$ cat config.mk
export PLATFORM = sky130hd
export DESIGN_NAME = lcd_cmd_seq
export DESIGN_NICKNAME = d
export VERILOG_FILES = /design/src/rtl/lcd_seq_pkg.sv /design/src/rtl/lcd_byte_shifter.sv /design/src/rtl/lcd_ms_timer.sv /design/src/rtl/lcd_cmd_seq.sv
export SDC_FILE = /design/constraint.sdc
export NUM_CORES = 1
export LEC_CHECK = 0
export ABC_AREA = 1
export CAP_MARGIN = 20
export CORE_AREA = 2 2 129 81
export CTS_BUF_LIST = sky130_fd_sc_hd__clkbuf_4 sky130_fd_sc_hd__clkbuf_8
export CTS_CLUSTER_SIZE = 25
export DETAILED_ROUTE_END_ITERATION = 16
export DIE_AREA = 0 0 131 83
export DONT_BUFFER_PORTS = 1
export PLACE_DENSITY = 0.76
export SYNTH_ARGS = -nofsm -noshare
export SYNTH_HDL_FRONTEND = slang
export SYNTH_SLANG_ARGS = --single-unit
$ cat constraint.sdc
create_clock -name clk -period 2.4 [get_ports clk]
set_input_delay 0.24 -clock clk [delete_from_list [all_inputs] [get_ports clk]]
set_output_delay 0.24 -clock clk [all_outputs]
set_load 0.01 [all_outputs]
$ cat src/rtl/lcd_seq_pkg.sv
package lcd_seq_pkg;

  typedef enum logic [1:0] {OP_BYTE, OP_WAIT, OP_CS, OP_END} op_e;
  typedef enum logic [1:0] {REQ_INIT, REQ_CONTRAST, REQ_SLEEP, REQ_WAKE} req_e;

  typedef struct packed {
    op_e        op;
    logic [7:0] val;
  } step_t;

  function automatic step_t mk(input op_e o, input logic [7:0] v);
    step_t s;
    s.op  = o;
    s.val = v;
    return s;
  endfunction

  // Script decode: one step per index, OP_END closes every script.
  function automatic step_t script_step(input req_e k, input logic [4:0] i,
                                        input logic [7:0] arg);
    step_t s;
    s = mk(OP_END, 8'h00);
    unique case (k)
      REQ_INIT: begin
        case (i)
          5'd0:  s = mk(OP_CS,   8'h00);
          5'd1:  s = mk(OP_CS,   8'h01);
          5'd2:  s = mk(OP_CS,   8'h00);
          5'd3:  s = mk(OP_BYTE, 8'hA2);
          5'd4:  s = mk(OP_BYTE, 8'hA0);
          5'd5:  s = mk(OP_BYTE, 8'hC8);
          5'd6:  s = mk(OP_BYTE, 8'h40);
          5'd7:  s = mk(OP_BYTE, 8'h2C);
          5'd8:  s = mk(OP_BYTE, 8'h2E);
          5'd9:  s = mk(OP_BYTE, 8'h2F);
          5'd10: s = mk(OP_BYTE, 8'h10);
          5'd11: s = mk(OP_BYTE, 8'hA6);
          5'd12: s = mk(OP_BYTE, 8'h81);
          5'd13: s = mk(OP_BYTE, 8'h1E);
          5'd14: s = mk(OP_BYTE, 8'hAF);
          5'd15: s = mk(OP_WAIT, 8'd100);
          5'd16: s = mk(OP_BYTE, 8'hA5);
          5'd17: s = mk(OP_WAIT, 8'd200);
          5'd18: s = mk(OP_BYTE, 8'hA4);
          default: s = mk(OP_END, 8'h00);
        endcase
      end
      REQ_CONTRAST: begin
        case (i)
          5'd0:  s = mk(OP_CS,   8'h00);
          5'd1:  s = mk(OP_BYTE, 8'h81);
          5'd2:  s = mk(OP_BYTE, arg >> 2);
          default: s = mk(OP_END, 8'h00);
        endcase
      end
      REQ_SLEEP: begin
        case (i)
          5'd0:  s = mk(OP_CS,   8'h00);
          5'd1:  s = mk(OP_BYTE, 8'hAC);
          5'd2:  s = mk(OP_BYTE, 8'h00);
          5'd3:  s = mk(OP_BYTE, 8'hAE);
          5'd4:  s = mk(OP_BYTE, 8'hA5);
          default: s = mk(OP_END, 8'h00);
        endcase
      end
      REQ_WAKE: begin
        case (i)
          5'd0:  s = mk(OP_CS,   8'h00);
          5'd1:  s = mk(OP_BYTE, 8'hA4);
          5'd2:  s = mk(OP_BYTE, 8'hAF);
          5'd3:  s = mk(OP_WAIT, 8'd50);
          default: s = mk(OP_END, 8'h00);
        endcase
      end
    endcase
    return s;
  endfunction

endpackage

$ cat src/rtl/lcd_byte_shifter.sv
module lcd_byte_shifter #(
  parameter int HALF_CYC = 25
) (
  input  logic       clk,
  input  logic       rst_n,
  input  logic       start,
  input  logic       clr,
  input  logic [7:0] din,
  output logic       sck,
  output logic       sdo,
  output logic       done
);
  localparam int CW = $clog2(HALF_CYC + 1);

  logic [CW-1:0] cnt;
  logic [7:0]    sh;
  logic [2:0]    bitn;
  logic          act;

  assign sdo = sh[7];

  always_ff @(posedge clk or negedge rst_n) begin
    if (!rst_n) begin
      cnt  <= '0;
      sh   <= '0;
      bitn <= '0;
      act  <= 1'b0;
      sck  <= 1'b0;
      done <= 1'b0;
    end else begin
      done <= 1'b0;
      if (clr) sh <= '0;
      if (start && !act) begin
        act  <= 1'b1;
        sh   <= din;
        sck  <= 1'b0;
        cnt  <= '0;
        bitn <= '0;
      end else if (act) begin
        if (cnt == CW'(HALF_CYC - 1)) begin
          cnt <= '0;
          if (!sck) begin
            sck <= 1'b1;
          end else begin
            sck <= 1'b0;
            if (bitn == 3'd7) begin
              act  <= 1'b0;
              done <= 1'b1;
            end else begin
              bitn <= bitn + 3'd1;
              sh   <= {sh[6:0], 1'b0};
            end
          end
        end else begin
          cnt <= cnt + CW'(1);
        end
      end
    end
  end
endmodule

$ cat src/rtl/lcd_ms_timer.sv
module lcd_ms_timer #(
  parameter int MS_CYC = 50000
) (
  input  logic       clk,
  input  logic       rst_n,
  input  logic       start,
  input  logic [7:0] ms,
  output logic       done
);
  localparam int CW = $clog2(MS_CYC + 1);

  logic [CW-1:0] tick;
  logic [7:0]    left;
  logic          run;

  always_ff @(posedge clk or negedge rst_n) begin
    if (!rst_n) begin
      tick <= '0;
      left <= '0;
      run  <= 1'b0;
      done <= 1'b0;
    end else begin
      done <= 1'b0;
      if (start) begin
        run  <= 1'b1;
        left <= ms;
        tick <= '0;
      end else if (run) begin
        if (left == 8'd0) begin
          run  <= 1'b0;
          done <= 1'b1;
        end else if (tick == CW'(MS_CYC - 1)) begin
          tick <= '0;
          left <= left - 8'd1;
        end else begin
          tick <= tick + CW'(1);
        end
      end
    end
  end
endmodule

$ cat src/rtl/lcd_cmd_seq.sv
module lcd_cmd_seq
  import lcd_seq_pkg::*;
#(
  parameter int CLK_HZ   = 50_000_000,
  parameter int SCK_HZ   = 1_000_000,
  parameter int HALF_CYC = CLK_HZ / (2 * SCK_HZ),
  parameter int MS_CYC   = CLK_HZ / 1000
) (
  input  logic       clk,
  input  logic       rst_n,
  input  logic       req_valid,
  output logic       req_ready,
  input  logic [1:0] req_kind,
  input  logic [7:0] req_arg,
  output logic       busy,
  output logic       done,
  output logic       lcd_sck,
  output logic       lcd_sdo,
  output logic       lcd_csn,
  output logic       lcd_dc
);
  localparam int HW = $clog2(HALF_CYC + 1);

  typedef enum logic [2:0] {S_IDLE, S_STEP, S_SHIFT, S_WAIT, S_HOLD} st_e;

  st_e        st;
  req_e       kind_q;
  logic [7:0] arg_q;
  logic [4:0] idx;
  logic [HW-1:0] hold;
  logic       ser_start, ser_clr, ser_done;
  logic       tm_start, tm_done;
  logic [7:0] out_byte;
  logic [7:0] wait_ms;
  step_t      cur;

  assign cur       = script_step(kind_q, idx, arg_q);
  assign busy      = (st != S_IDLE);
  assign req_ready = (st == S_IDLE);
  assign lcd_dc    = 1'b0;

  always_ff @(posedge clk or negedge rst_n) begin
    if (!rst_n) begin
      st        <= S_IDLE;
      kind_q    <= REQ_INIT;
      arg_q     <= '0;
      idx       <= '0;
      hold      <= '0;
      ser_start <= 1'b0;
      ser_clr   <= 1'b0;
      tm_start  <= 1'b0;
      out_byte  <= '0;
      wait_ms   <= '0;
      lcd_csn   <= 1'b1;
      done      <= 1'b0;
    end else begin
      ser_start <= 1'b0;
      ser_clr   <= 1'b0;
      tm_start  <= 1'b0;
      done      <= 1'b0;
      unique case (st)
        S_IDLE: if (req_valid) begin
          kind_q <= req_e'(req_kind);
          arg_q  <= req_arg;
          idx    <= '0;
          st     <= S_STEP;
        end
        S_STEP: begin
          unique case (cur.op)
            OP_BYTE: begin
              out_byte  <= cur.val;
              ser_start <= 1'b1;
              st        <= S_SHIFT;
            end
            OP_WAIT: begin
              wait_ms  <= cur.val;
              tm_start <= 1'b1;
              st       <= S_WAIT;
            end
            OP_CS: begin
              lcd_csn <= (cur.val != 8'h00);
              ser_clr <= 1'b1;
              hold    <= '0;
              st      <= S_HOLD;
            end
            OP_END: begin
              lcd_csn <= 1'b1;
              done    <= 1'b1;
              st      <= S_IDLE;
            end
          endcase
        end
        S_SHIFT: if (ser_done) begin
          idx <= idx + 5'd1;
          st  <= S_STEP;
        end
        S_WAIT: if (tm_done) begin
          idx <= idx + 5'd1;
          st  <= S_STEP;
        end
        S_HOLD: begin
          if (hold == HW'(HALF_CYC - 1)) begin
            idx <= idx + 5'd1;
            st  <= S_STEP;
          end else begin
            hold <= hold + HW'(1);
          end
        end
        default: st <= S_IDLE;
      endcase
    end
  end

  lcd_byte_shifter #(.HALF_CYC(HALF_CYC)) u_shift (
    .clk(clk), .rst_n(rst_n), .start(ser_start), .clr(ser_clr),
    .din(out_byte), .sck(lcd_sck), .sdo(lcd_sdo), .done(ser_done)
  );

  lcd_ms_timer #(.MS_CYC(MS_CYC)) u_timer (
    .clk(clk), .rst_n(rst_n), .start(tm_start), .ms(wait_ms), .done(tm_done)
  );
endmodule

==> reports/metrics.cfg <==
[timing]
fin_hold_ws_ns=0.0139
fmax_mhz=454
worstMarginPinSlew_ns=0.623
clock_skew_ns=0.0101
rsz0062_at_grt=no
maxSlewHeadroom_pct=58.3
slew_violations=0
setup_viol=0
period_minus_slack_ns=2.20
report.final.hold_viol_count=0
finalCritPeriodShare_pct=91.8
finalSetupTns_ns=0

[worst_hold_path]
hp-class=input port to register

[worst_setup_path]
critPathLaunchType=register
crit_fanout=7
arrival_ns=2.45
worst_setup_path_end_kind=register
crit_type=register to register
crit_required_ns=2.65

[finish]
layout-drive-gt1-share_pct=12.9
layout_common_cells=161 x nand2_1, 84 x dfrtp_1, 69 x inv_1
mostFrequentLayoutCell=nand2_1
nFillCells=877
fin_area_um2=5450
nets=684
syn_to_final_growth_pct=10.1
fin_cells=794
diodes=0

[detailed_routing]
drtAntennaViolNets=0
drt_iter0_markers=428
via_count=4325
wl_um=11500
detail_route.wl_per_cell_um=14.5
via_per_inst=5.45
drc=0
drt_pass1_iterations=7

[place]
placedCellCount=770
hpwl_um=8290
place_area_um2=5140
gp_congestion=0.941
port_buffers=0

[global_route]
overflow=0
grt_pass1_vias=4033
grt_use_total_pct=22.5
grt_max_degree=88
grt_pass1_wl_um=19500
antenna_found_initial=0

[logic_synthesis]
netlist_area_um2=4950
synth_mux_area_share_pct=1.14
yosys.area_share.simple_pct=28.3
syn_nets=665
ys_seq_area_share_pct=44.0
synth_top_family_by_area=simple AND/OR/NAND/NOR gates
async_flop_share_pct=100
synth_fa_ha_area_share_pct=4.30
ys_types=42
yosys.area_share.xor_xnor_pct=2.12
synth_compound_area_share_pct=12.2
syn_inst=635
synth-seq-cells=87
yosysWarnings=0
synth_area_per_cell_um2=7.79
synth-edff-count=0
ys.flop_type=dfrtp_1

[pwr]
ir_worst_vdd_mv=0.600
pwr-share-seq_pct=38.2
intPower_mw=3.12
swShare_pct=45.2
finalPower_mw=5.69
p_sw_mw=2.57
power_density_nw_per_um2=1050
clockPowerShare_pct=17.3
pwr-share-comb_pct=44.5
p_leak_nw=2.59

[die]
die_x_um=131
die_area_um2=10900
core_area_um2=9630
ios=20
initial_core_util_pct=51.4
die_y_um=83
core.rowCount=28

[run_status]
status=finished, final reports clean

[run]
cap_violations=0

[clock_tree]
cts_max_level=3
clkTransAtPathRegs_ns=0.09
clkSinkCount=87
insertion_delay_ns=0.37
cts.path.max_buffers=2
cts_buffers=9
cts_tree=yes
cts-root-buf=clkbuf_8

routing by layer:
metal | track usage [%] | up-vias | share of wire, %
met3 | 6.70 | 22 | 6.7
met1 | 34.7 | 2036 | 50
li1 | - | 2117 | -
met4 | 5.13 | 0 | 1.3
met2 | 31.0 | 150 | 41
met5 | 0 | - | 0
sequential cells by signal, indices dropped and copies added, names as in the netlist:
signal        cells
kind_q            2
u_shift.sck       1
tm_start          1
u_shift.act       1
wait_ms           8
u_shift.cnt       5
ser_start         1
arg_q             6
ser_clr           1
out_byte          8
u_timer.tick     16
u_shift.bitn      3
st                3
lcd_csn           1
u_timer.run       1
idx               5
u_shift.sh        8
u_timer.done      1
u_timer.left      8
hold              5
u_shift.done      1
done              1
kinds of logic (layout without fill, tap and decap cells):
family | Yosys count | after routing
flops | 87 | 87
mux | 5 | 5
fa+ha+maj | 17 | 17
buf+inv | 94 | 116
xor+xnor | 12 | 12
compound gates | 100 | 100
simple gates | 319 | 321
other cells | 1 | 1
final cells by class:
| class | count | area (um2) | share of cell area (%) |
|---|---|---|---|
| clock inverter | 4 | 28.8 | 0.528 |
| inverter | 80 | 305 | 5.60 |
| multi-input combinational | 456 | 2430 | 44.6 |
| tap | 135 | 169 | 3.10 |
| timing repair buffer | 20 | 178 | 3.26 |
| clock buffer | 12 | 159 | 2.92 |
| sequential | 87 | 2180 | 40.0 |
critical path, cell delays in order, from the launching register on:
cell	delay [ns]
dfrtp_2	0.47
inv_2	0.13
ha_1	0.24
inv_1	0.07
nor2_2	0.12
nand2_1	0.13
nand3_1	0.10
nand2_1	0.05
nand2_1	0.09
nand2_2	0.14
inv_4	0.13
nand3_2	0.15
nand2_2	0.15
o21ai_0	0.10
synthesized netlist by cell type (all sizes together) (5+ instances only):
cell | number | share of area [%]
nand2 | 166 | 13
dfrtp | 86 | 43
inv | 80 | 6.1
nand3 | 65 | 7.1
nor2 | 61 | 4.9
o21ai | 55 | 6.6
a21oi | 28 | 2.8
ha | 17 | 4.3
buf | 10 | 1.5
nand4 | 10 | 1.3
nor3 | 10 | 1.3
xor2 | 8 | 1.4
mux2 | 5 | 1.1
o211ai | 5 | 0.76
final timing paths:
path / startpoint / end / slack [ns] / cells after the start
worst max-delay path: idx[0] / hold[1] / 0.20 / 13
worst min-delay path: req_arg[3] / arg_q[3] / 0.01 / 1
worst max register to register: idx[0] / hold[1] / 0.20 / 13
worst min register to register: out_byte[4] / out_byte[4] / 0.49 / 2
max in group asynchronous: rst_n / lcd_csn / 1.60 / 2
min in group asynchronous: rst_n / u_timer.left[3] / 0.42 / 2
stage by stage:
step | setup slack, ns | util, %
after detailed placement | 0.135 | 53.3
after CTS | 0.110 | 55.6
after global routing | 0.00413 | 56.6
after floorplan | 0.435 | -
after global placement | 0.222 | 53.3
final | 0.198 | 56.6
power by group through the flow:
stage                     Combinational, mW  Sequential [mW]  Clock (mW)
final                                  2.53             2.17       0.988
after global routing                   2.88             2.23        1.07
after CTS                              2.37             2.16        1.01
after detailed placement               2.32             2.19           0
after global placement                 2.24             2.17           0
after floorplan                        1.84             2.11           0
repair_timing:
action	in CTS	in global routing
setup buffers	0	2
endpoints found under the hold margin	87	2
setup endpoints to repair	0	44
resized for setup	0	11
hold buffers	2	2
Power figures use the tool's default switching activity.
